**config.mk**
```make
export PLATFORM = sky130hd
export DESIGN_NAME = xlat_walker
export DESIGN_NICKNAME = d
export VERILOG_FILES = /design/src/rtl/xlat_pkg.sv /design/src/rtl/xlat_addr_gen.sv /design/src/rtl/xlat_desc_check.sv /design/src/rtl/xlat_walk_fsm.sv /design/src/rtl/xlat_walker.sv
export SDC_FILE = /design/constraint.sdc
export NUM_CORES = 1
export LEC_CHECK = 0
export BUFFER_PORTS_ARGS = -buffer_cell sky130_fd_sc_hd__buf_2
export CELL_PAD_IN_SITES_DETAIL_PLACEMENT = 0
export CELL_PAD_IN_SITES_GLOBAL_PLACEMENT = 1
export CORE_MARGIN = 1
export CORE_UTILIZATION = 35
export CTS_CLUSTER_DIAMETER = 80
export DETAILED_ROUTE_END_ITERATION = 12
export PLACE_DENSITY_LB_ADDON = 0.1
export SYNTH_ARGS = -nofsm -noshare
export SYNTH_HDL_FRONTEND = slang
export SYNTH_SLANG_ARGS = --single-unit
```
**constraint.sdc**
```tcl
create_clock -name clk -period 4.2 [get_ports clk]
set_input_delay 0.42 -clock clk [delete_from_list [all_inputs] [get_ports clk]]
set_output_delay 0.42 -clock clk [all_outputs]
set_load 0.05 [all_outputs]
```
**src/rtl/xlat_pkg.sv**
```systemverilog
package xlat_pkg;
  localparam int LA_W   = 32;
  localparam int BASE_W = 20;
  localparam int IDX_W  = 10;
  localparam int STAT_W = 12;
  localparam int LEVELS = 2;
  localparam int OFF_W  = LA_W - LEVELS * IDX_W;
  localparam int PA_W   = BASE_W + OFF_W;
  localparam int MA_W   = BASE_W + IDX_W + 2;
  localparam int IXS_W  = LEVELS * IDX_W;
  localparam int LVL_W  = (LEVELS > 1) ? $clog2(LEVELS) : 1;

  typedef enum logic [1:0] {
    FLT_NONE    = 2'b00,
    FLT_INVALID = 2'b01,
    FLT_PROT    = 2'b10,
    FLT_BUS     = 2'b11
  } fault_e;

  typedef enum logic [1:0] {
    ST_IDLE,
    ST_FETCH,
    ST_WAIT,
    ST_DONE
  } walk_st_e;

  typedef struct packed {
    logic [BASE_W-1:0] base;
    logic [STAT_W-1:0] stat;
  } desc_t;
endpackage

```
**src/rtl/xlat_addr_gen.sv**
```systemverilog
module xlat_addr_gen
  import xlat_pkg::*;
(
  input  logic [IXS_W-1:0]  idx_field,
  input  logic [LVL_W-1:0]  lvl,
  input  logic [BASE_W-1:0] tbl_base,
  output logic [MA_W-1:0]   fetch_addr
);
  logic [IDX_W-1:0] idx_lvl [LEVELS];
  logic [IDX_W-1:0] idx_sel;

  // level 0 uses the most significant index field
  for (genvar g = 0; g < LEVELS; g++) begin : g_idx
    assign idx_lvl[g] = idx_field[IXS_W-1-g*IDX_W -: IDX_W];
  end

  always_comb begin
    idx_sel = '0;
    for (int i = 0; i < LEVELS; i++) begin
      if (lvl == LVL_W'(i)) idx_sel = idx_lvl[i];
    end
  end

  assign fetch_addr = {tbl_base, idx_sel, 2'b00};
endmodule

```
**src/rtl/xlat_desc_check.sv**
```systemverilog
module xlat_desc_check
  import xlat_pkg::*;
(
  input  logic   bus_err,
  input  logic   valid_bit,
  input  logic   wp_bit,
  input  logic   is_write,
  output fault_e fault
);
  // priority: bus error, then invalid, then write protection
  always_comb begin
    if (bus_err)                fault = FLT_BUS;
    else if (!valid_bit)        fault = FLT_INVALID;
    else if (is_write && wp_bit) fault = FLT_PROT;
    else                        fault = FLT_NONE;
  end
endmodule

```
**src/rtl/xlat_walk_fsm.sv**
```systemverilog
module xlat_walk_fsm
  import xlat_pkg::*;
(
  input  logic              clk,
  input  logic              rst_n,
  input  logic              req_valid,
  input  logic [LA_W-1:0]   req_laddr,
  input  logic              req_super,
  input  logic              req_write,
  input  logic [BASE_W-1:0] user_root,
  input  logic [BASE_W-1:0] super_root,
  input  logic              mem_gnt,
  input  logic              mem_rvalid,
  input  desc_t             rdesc,
  input  fault_e            chk_fault,
  output walk_st_e          state,
  output logic [LVL_W-1:0]  lvl,
  output logic [BASE_W-1:0] tbl_base,
  output logic [IXS_W-1:0]  la_idx,
  output logic              is_write,
  output logic [PA_W-1:0]   res_paddr,
  output fault_e            res_fault,
  output logic [STAT_W-1:0] res_status
);
  walk_st_e          state_q, state_d;
  logic [LVL_W-1:0]  lvl_q, lvl_d;
  logic [BASE_W-1:0] base_q, base_d;
  logic [LA_W-1:0]   la_q;
  logic              wr_q;
  logic [PA_W-1:0]   paddr_q, paddr_d;
  fault_e            fault_q, fault_d;
  logic [STAT_W-1:0] stat_q, stat_d;

  logic accept, resp, last, descend, finish;

  assign accept  = ((state_q == ST_IDLE) || (state_q == ST_DONE)) && req_valid;
  assign resp    = (state_q == ST_WAIT) && mem_rvalid;
  assign last    = (lvl_q == LVL_W'(LEVELS - 1));
  assign descend = resp && (chk_fault == FLT_NONE) && !last;
  assign finish  = resp && ((chk_fault != FLT_NONE) || last);

  // next-state process
  always_comb begin
    state_d = state_q;
    lvl_d   = lvl_q;
    base_d  = base_q;
    paddr_d = paddr_q;
    fault_d = fault_q;
    stat_d  = stat_q;
    unique case (state_q)
      ST_IDLE, ST_DONE: begin
        if (accept) begin
          state_d = ST_FETCH;
          lvl_d   = '0;
          base_d  = req_super ? super_root : user_root;
        end
      end
      ST_FETCH: begin
        if (mem_gnt) state_d = ST_WAIT;
      end
      ST_WAIT: begin
        if (descend) begin
          state_d = ST_FETCH;
          lvl_d   = lvl_q + LVL_W'(1);
          base_d  = rdesc.base;
        end else if (finish) begin
          state_d = ST_DONE;
          fault_d = chk_fault;
          stat_d  = rdesc.stat;
          paddr_d = (chk_fault == FLT_NONE) ? {rdesc.base, la_q[OFF_W-1:0]} : '0;
        end
      end
      default: state_d = ST_IDLE;
    endcase
  end

  // register process
  always_ff @(posedge clk or negedge rst_n) begin
    if (!rst_n) begin
      state_q <= ST_IDLE;
      lvl_q   <= '0;
      base_q  <= '0;
      la_q    <= '0;
      wr_q    <= 1'b0;
      paddr_q <= '0;
      fault_q <= FLT_NONE;
      stat_q  <= '0;
    end else begin
      state_q <= state_d;
      if (accept) begin
        la_q <= req_laddr;
        wr_q <= req_write;
      end
      if (accept || descend) begin
        lvl_q  <= lvl_d;
        base_q <= base_d;
      end
      if (finish) begin
        paddr_q <= paddr_d;
        fault_q <= fault_d;
        stat_q  <= stat_d;
      end
    end
  end

  assign state      = state_q;
  assign lvl        = lvl_q;
  assign tbl_base   = base_q;
  assign la_idx     = la_q[LA_W-1 -: IXS_W];
  assign is_write   = wr_q;
  assign res_paddr  = paddr_q;
  assign res_fault  = fault_q;
  assign res_status = stat_q;

  // a protection fault is reported only for a write
  p_prot_only_write_r6: assert property (@(posedge clk) disable iff (!rst_n)
    (state_q == ST_DONE && fault_q == FLT_PROT) |-> wr_q);

  // a clean non-final level moves to the next level's fetch
  p_descend_next_r3: assert property (@(posedge clk) disable iff (!rst_n)
    (state_q == ST_WAIT && mem_rvalid && chk_fault == FLT_NONE && !last)
    |=> (state_q == ST_FETCH && lvl_q == $past(lvl_q) + LVL_W'(1)));

  // a clean final level completes the walk
  p_last_done_r4: assert property (@(posedge clk) disable iff (!rst_n)
    (state_q == ST_WAIT && mem_rvalid && chk_fault == FLT_NONE && last)
    |=> (state_q == ST_DONE && fault_q == FLT_NONE));
endmodule

```
**src/rtl/xlat_walker.sv**
```systemverilog
module xlat_walker
  import xlat_pkg::*;
#(
  parameter int VALID_BIT = 0,
  parameter int WP_BIT    = 2
) (
  input  logic              clk,
  input  logic              rst_n,
  input  logic [BASE_W-1:0] user_root,
  input  logic [BASE_W-1:0] super_root,
  input  logic              req_valid,
  output logic              req_ready,
  input  logic [LA_W-1:0]   req_laddr,
  input  logic              req_super,
  input  logic              req_write,
  output logic              done,
  output logic [1:0]        rsp_fault,
  output logic [PA_W-1:0]   rsp_paddr,
  output logic [STAT_W-1:0] rsp_status,
  output logic              mem_req,
  input  logic              mem_gnt,
  output logic [MA_W-1:0]   mem_addr,
  input  logic              mem_rvalid,
  input  logic [LA_W-1:0]   mem_rdata,
  input  logic              mem_err
);
  walk_st_e          state;
  logic [LVL_W-1:0]  lvl;
  logic [BASE_W-1:0] tbl_base;
  logic [IXS_W-1:0]  la_idx;
  logic              is_write;
  desc_t             rdesc;
  fault_e            chk_fault;
  fault_e            res_fault;

  assign rdesc = desc_t'(mem_rdata);

  xlat_walk_fsm u_fsm (
    .clk        (clk),
    .rst_n      (rst_n),
    .req_valid  (req_valid),
    .req_laddr  (req_laddr),
    .req_super  (req_super),
    .req_write  (req_write),
    .user_root  (user_root),
    .super_root (super_root),
    .mem_gnt    (mem_gnt),
    .mem_rvalid (mem_rvalid),
    .rdesc      (rdesc),
    .chk_fault  (chk_fault),
    .state      (state),
    .lvl        (lvl),
    .tbl_base   (tbl_base),
    .la_idx     (la_idx),
    .is_write   (is_write),
    .res_paddr  (rsp_paddr),
    .res_fault  (res_fault),
    .res_status (rsp_status)
  );

  xlat_addr_gen u_addr (
    .idx_field  (la_idx),
    .lvl        (lvl),
    .tbl_base   (tbl_base),
    .fetch_addr (mem_addr)
  );

  xlat_desc_check u_chk (
    .bus_err   (mem_err),
    .valid_bit (rdesc.stat[VALID_BIT]),
    .wp_bit    (rdesc.stat[WP_BIT]),
    .is_write  (is_write),
    .fault     (chk_fault)
  );

  assign req_ready = (state == ST_IDLE) || (state == ST_DONE);
  assign mem_req   = (state == ST_FETCH);
  assign done      = (state == ST_DONE);
  assign rsp_fault = res_fault;

  // no new request is taken while a fetch is being requested
  p_busy_r8: assert property (@(posedge clk) disable iff (!rst_n)
    mem_req |-> !req_ready);

  // an ungranted fetch request holds with a stable address
  p_req_hold_r8: assert property (@(posedge clk) disable iff (!rst_n)
    (mem_req && !mem_gnt) |=> (mem_req && $stable(mem_addr)));

  // a bus-error response aborts the walk with the bus fault code
  p_bus_abort_r7: assert property (@(posedge clk) disable iff (!rst_n)
    (mem_rvalid && mem_err && !req_ready && !mem_req)
    |=> (done && rsp_fault == 2'b11));

  // result holds while no new request arrives
  p_done_hold_r9: assert property (@(posedge clk) disable iff (!rst_n)
    (done && !req_valid) |=> (done && $stable(rsp_paddr) && $stable(rsp_fault)));
endmodule

```
==> impl_metrics.csv, run 1 <==
group,metric,value,unit
sta,tns,0,ns
finish,final_area,5930,sq um
floorplan,rows,41,
sta,slew_viol_final,0,
finish,fin_cells,689,
finish,antennaDiodeCount,0,
power,ir_drop,417,uV
floorplan,core-area,12600,sq um
floorplan,top_level_ports,193,
floorplan,start_util,35.8,%
cts,clk_latency,0.35,ns
logic_synthesis,synth_area,4520,sq um
logic_synthesis,yosysWarnings,0,
detailed_routing,drc,0,
placed_design,pre_cts_ws,1.70,ns
detailed_routing,routed_via_density,4.83,
global_route,grt_max_degree,61,
run_status,outcome,"finished, final reports clean",
cts,cts_tree,"built",
sta,rsz0062_at_grt,"no",
logic_synthesis,synth_top_area_share,56.5,%
finish,multi_input_area,1830,sq um
logic_synthesis,synth_fa_ha_area_share,1.11,%
finish,register_area,2550,sq um
sta,whs,0.133,ns
floorplan,die_w,116,microns
placed_design,portBuffers,190,
critical_path,cp_data_arrival_time,2.64,ns
logic_synthesis,synth_top_flop_cell,"dfrtp_1",
critical_path,crit_slowest_cell,"o21ai_4",
cts,ctsResizeCount,0,
power,power_density,769,nW/um^2
power,p_total,4.56,mW
logic_synthesis,synth_area_leader_cell,"dfrtp_1",
sta,slew_headroom,19.0,%
cts,cts.sink_count,102,
global_route,track_usage,17.2,%
logic_synthesis,synth_top_family_by_area,"multiplexers",
global_route,grt_pass1_wl,17200,microns
power,cellLeakagePower,3.06,nW
sta,setup_viol,0,
logic_synthesis,synthMuxAreaShare,24.8,%
global_route,antenna_found_initial,0,
logic_synthesis,syn_inst,330,
detailed_routing,wirelength,10900,microns
cts,clkTransAtPathRegs,0.07,ns
detailed_routing,routedWlPerCell,15.9,microns
sta,final_hold_viol_count,0,
logic_synthesis,synth-compound-area-share,10.2,%
sta,fin_crit,2.40,ns
logic_synthesis,syn_area_per_cell,13.7,sq um
logic_synthesis,synth-edff-count,0,
logic_synthesis,synth-xor-area-share,0,%
critical_path,crit_chain,"inv_1 -> ha_1 -> nand2_2 -> and4bb_1 -> o21ai_4 -> mux2_4",
finish,final_util,47.0,%
critical_path,cp_num_buf_inv,1,
logic_synthesis,synth-async-reset-ratio,100,%
detailed_routing,first_pass_iters,4,
critical_path,crit_cells,6,
placed_design,gp_congestion,0.719,
critical_path,end_kind,"flip-flop",
sta,worst_slew_pin_slew,1.21,ns
global_route,overflow,0,
cts,clockBufferDepth,2,
sta,fmax,416,MHz
logic_synthesis,yosys-top-cells-count,"dfrtp_1, mux2_2, a22o_1",
global_route,grt_pass1_vias,3319,
floorplan,dieArea,13400,sq um
cts,cts_root_buffer,"clkbuf_16",
finish,areaGrowthSynthToFinish,31.3,%
critical_path,crit_type,"reg2reg",
detailed_routing,drtAntennaViolNets,0,
finish,nets,628,
sta,period_share,57.2,%
critical_path,slowest_delay,0.77,ns
logic_synthesis,seq_area_frac_synth,56.5,%
cts,post-cts-setup-buffers,0,
finish,fill_cells,1235,
placed_design,place_inst,673,
detailed_routing,vias,3331,
logic_synthesis,ys_types,35,
worst_hold_path,hp-class,"in2async",
logic_synthesis,yosys.area_share.simple,3.77,%
sta,final.setup.worst_slack,1.80,ns
placed_design,dp_hpwl,7660,microns
critical_path,cp_top_family,"compound AO/OA/AOI/OAI gates",
placed_design,placed_cell_area,5600,sq um
logic_synthesis,synth-seq-cells,102,
floorplan,die_h,116,microns
finish,drive_above_1_share,55.5,%
detailed_routing,drtIter0Drc,181,
logic_synthesis,post-synth-top-count-cell,"dfrtp_1",
critical_path,worst-r2r-cell-count,6,
critical_path,cp.required,4.44,ns
sta,worst_clock_skew,0.00741,ns
critical_path,cp_max_fo,20,
flow_run,drv_cap,0,
cts,cts_hold_buffers,0,
cts,cts_max_level,3,
critical_path,start_kind,"flip-flop",
logic_synthesis,synth.top_cells.by_area,"dfrtp_1, mux2_2, mux2_4, a22o_1, mux2i_1",
cts,numCtsBuffers,9,
==> cell families after synthesis <==
group / count (synthesis)
and+or+nand+nor: 37
AOI/OAI and AO/OA: 62
other: 1
adders and majority gates: 4
muxes: 95
buffers and inverters: 29
DFF: 102
==> cells in the final DEF (no fill, tap or decap), drive strengths merged, types with 2 or more instances in the layout <==
cell    synthesis  final
bufinv          0      2
dfrtp         102    102
o21ai          22     22
nor2            3      3
clkinv          0      2
a22o           32     32
clkbuf          3      9
nand2          26     26
ha              4      4
inv             5      7
mux2i          20     20
mux2           75     75
buf            21    194
conb            1      2
==> power by group <==
group	switching, mW	internal [mW]
logic	1.35	0.794
registers	0.174	1.33
clock network	0.386	0.531
==> cell type report <==
type,count,area share [%]
clock buffers,9,3.80
clock inverters,7,1.77
inverters,5,0.317
multi-input cells,200,30.9
flip-flops and latches,102,43.0
well taps,172,3.63
repair buffers,194,16.6
==> per-layer routing <==
layer,GRT usage (%),wire length [microns],vias to the layer above
li1,-,-,1549
met1,21.2,4720,1629
met2,27.2,5060,141
met3,7.01,985,12
met4,5.89,166,0
met5,0,0,-
==> path summary, 6_finish.rpt <==
kind / start / end / slack [ns]
max: u_fsm.state[0]$_DFFE_PN0P_ / u_fsm.tbl_base[7]$_DFFE_PN0P_ / 1.80
min: rst_n / u_fsm.tbl_base[14]$_DFFE_PN0P_ / 0.13
max reg2reg: u_fsm.state[0]$_DFFE_PN0P_ / u_fsm.tbl_base[7]$_DFFE_PN0P_ / 1.80
min reg2reg: u_fsm.la_q[10]$_DFFE_PN0P_ / u_fsm.res_paddr[10]$_DFFE_PN0P_ / 0.49
max in group asynchronous: rst_n / u_fsm.la_q[15]$_DFFE_PN0P_ / 3.03
min in group clk: mem_rdata[10] / u_fsm.res_status[10]$_DFFE_PN0P_ / 0.27
==> state kept, by name (all words and copies together) (netlist names) <==
name,count
u_fsm.res_paddr,32
u_fsm.is_write,1
u_fsm.state,2
u_fsm.la_q,32
u_fsm.res_fault,2
u_fsm.tbl_base,20
u_fsm.lvl,1
u_fsm.res_status,12
Note: power is estimated with default switching activity, not from simulation.
==> run 2: changes to the inputs <==
Settings changed: CORE_UTILIZATION 35 to 33.
Clock period 4.2 ns to 2.2 ns, I/O delays scaled along.
==> run 2 against run 1 <==
Global-route usage decreased by 1.0 points. Non-clock buffer count increased by 5. Critical path depth increased by 1. Fmax increased by 23%. Setup slack got worse by 1.5 ns. Hold slack got worse by 0.050 ns. Clock power increased by 70%. Final cell count increased by 1.2%. Combinational power increased by 95%. Register-to-register slack got worse by 1.5 ns. Critical path type unchanged. Largest cell class unchanged.
==> impl_metrics.csv, run 2 (synthesis gave the netlist of run 1 again) <==
group,metric,value,unit
sta,final.setup.worst_slack,0.255,ns
detailed_routing,drtAntennaViolNets,0,
finish,areaGrowthSynthToFinish,32.2,%
placed_design,portBuffers,190,
sta,rsz0062_at_grt,"no",
critical_path,cp_num_buf_inv,2,
power,power_frac_comb,48.6,%
finish,final_area,5970,sq um
placed_design,pre_cts_ws,0.248,ns
floorplan,dieArea,14200,sq um
cts,cts_tree,"built",
critical_path,cp.required,2.43,ns
sta,fmax,514,MHz
cts,numCtsBuffers,9,
critical_path,critPathLaunch,"u_fsm.state[0]$_DFFE_PN0P_",
cts,clkTransAtPathRegs,0.07,ns
critical_path,crit_type,"reg2reg",
critical_path,ff2ff_setup_slack,0.26,ns
critical_path,crit_chain,"inv_1 -> ha_1 -> nand2_2 -> and4bb_1 -> o21ai_4 -> buf_12 -> mux2_4",
placed_design,placed_cell_area,5670,sq um
critical_path,slowest_delay,0.42,ns
placed_design,gp_congestion,0.744,
finish,antennaDiodeCount,0,
critical_path,crit_end,"u_fsm.tbl_base[3]$_DFFE_PN0P_",
placed_design,dp_hpwl,7560,microns
power,seq_power_share,33.2,%
sta,worst_clock_skew,0.00915,ns
flow_run,drv_cap,0,
detailed_routing,drc,0,
finish,final_cell_mix,"buf_2, dfrtp_1, mux2_2, a22o_1, nand2_1",
sta,setup_viol,0,
sta,fin_crit,1.94,ns
floorplan,core-area,13300,sq um
detailed_routing,vias,3311,
critical_path,start_kind,"flip-flop",
floorplan,die_w,119,microns
detailed_routing,drtIter0Drc,192,
detailed_routing,wirelength,10800,microns
sta,slew_viol_final,0,
global_route,grt_max_degree,103,
finish,layout_commonest_cell,"buf_2",
critical_path,r2r_start,"u_fsm.state[0]$_DFFE_PN0P_",
cts,cts_root_buffer,"clkbuf_16",
power,swShare,41.9,%
global_route,antenna_found_initial,0,
power,p_total,8.59,mW
sta,whs,0.0837,ns
power,cellLeakagePower,3.07,nW
sta,period_share,88.4,%
global_route,grt_pass1_vias,3377,
finish,drive_above_1_share,55.5,%
sta,worst_slew_pin_slew,0.609,ns
cts,clockBufferDepth,2,
sta,slew_headroom,59.4,%
global_route,grt_pass1_wl,17600,microns
critical_path,worst-r2r-cell-count,7,
floorplan,rows,42,
cts,cts.sink_count,102,
detailed_routing,routedWlPerCell,15.5,microns
power,p_sw,3.60,mW
run_status,outcome,"finished, final reports clean",
power,power_density,1440,nW/um^2
cts,post-cts-setup-buffers,0,
critical_path,crit_slowest_cell,"dfrtp_1",
critical_path,cp_data_arrival_time,2.17,ns
critical_path,cp_max_fo,20,
finish,final_util,44.9,%
critical_path,crit_cells,7,
cts,clk_latency,0.35,ns
critical_path,end_kind,"flip-flop",
sta,tns,0,ns
placed_design,place_inst,681,
detailed_routing,routed_via_density,4.75,
worst_hold_path,hp-start,"mem_rdata[10]",
global_route,overflow,0,
power,clkPwrFrac,18.2,%
cts,cts_max_level,3,
detailed_routing,first_pass_iters,4,
power,cell_internal_pwr,4.99,mW
global_route,track_usage,16.2,%
critical_path,r2r_end,"u_fsm.tbl_base[3]$_DFFE_PN0P_",
floorplan,start_util,34.0,%
finish,fin_cells,697,
finish,nets,633,
critical_path,cp_top_family,"flip-flops",
power,ir_drop,775,uV
floorplan,die_h,119,microns
sta,final_hold_viol_count,0,
floorplan,top_level_ports,193,
worst_hold_path,hp-class,"in2reg",
-- run 2: how the worst min path moves through the flow --
stage,cells after the start,slack [ns],endpoint
global route,2,0.07,u_fsm.res_status[7]$_DFFE_PN0P_
CTS,2,0.07,u_fsm.res_status[10]$_DFFE_PN0P_
detailed placement,2,0.33,u_fsm.res_paddr[16]$_DFFE_PN0P_
finish,2,0.08,u_fsm.res_status[10]$_DFFE_PN0P_
floorplan,0,-0.08,u_fsm.is_write$_DFFE_PN0P_
global placement,2,0.33,u_fsm.res_paddr[16]$_DFFE_PN0P_
-- run 2: layer usage --
metal | global-route usage (%) | routed length [microns] | up-vias
met5 | 0 | 0 | -
met4 | 4.51 | 68 | 0
met3 | 6.99 | 954 | 5
met2 | 24.4 | 4890 | 142
met1 | 20.9 | 4890 | 1600
li1 | - | - | 1564
-- run 2: timing repair --
| item | CTS | global route |
|---|---|---|
| hold buffers | 1 | 0 |
| gates resized for setup | 0 | 0 |
| hold endpoints to repair | 102 | 0 |
-- run 2: worst register-to-register path: cells and delay by family (launching register included) --
kind | cells | cell delay [ns]
and+or+nand+nor | 2 | 0.39
muxes | 1 | 0.32
buffers and inverters | 2 | 0.29
AOI/OAI and AO/OA | 1 | 0.15
DFF | 1 | 0.42
adders and majority gates | 1 | 0.28
-- run 2: final cells by class --
class / instances / area [sq um]
Multi-Input combinational cell: 200 / 1830
Tap cell: 176 / 220
Clock buffer: 10 / 229
Sequential cell: 102 / 2550
Clock inverter: 5 / 58.8
Timing Repair Buffer: 199 / 1060
Fill cell: 1236 / 7330
Inverter: 5 / 18.8
-- run 2: power groups by stage --
| stage | clock network (mW) | logic (mW) | registers [mW] |
|---|---|---|---|
| floorplan | 0 | 2.22 | 3.93 |
| global placement | 0 | 4.18 | 2.87 |
| detailed placement | 0 | 4.22 | 2.89 |
| CTS | 1.64 | 4.23 | 2.86 |
| global route | 1.72 | 4.43 | 2.94 |
| finish | 1.56 | 4.17 | 2.86 |
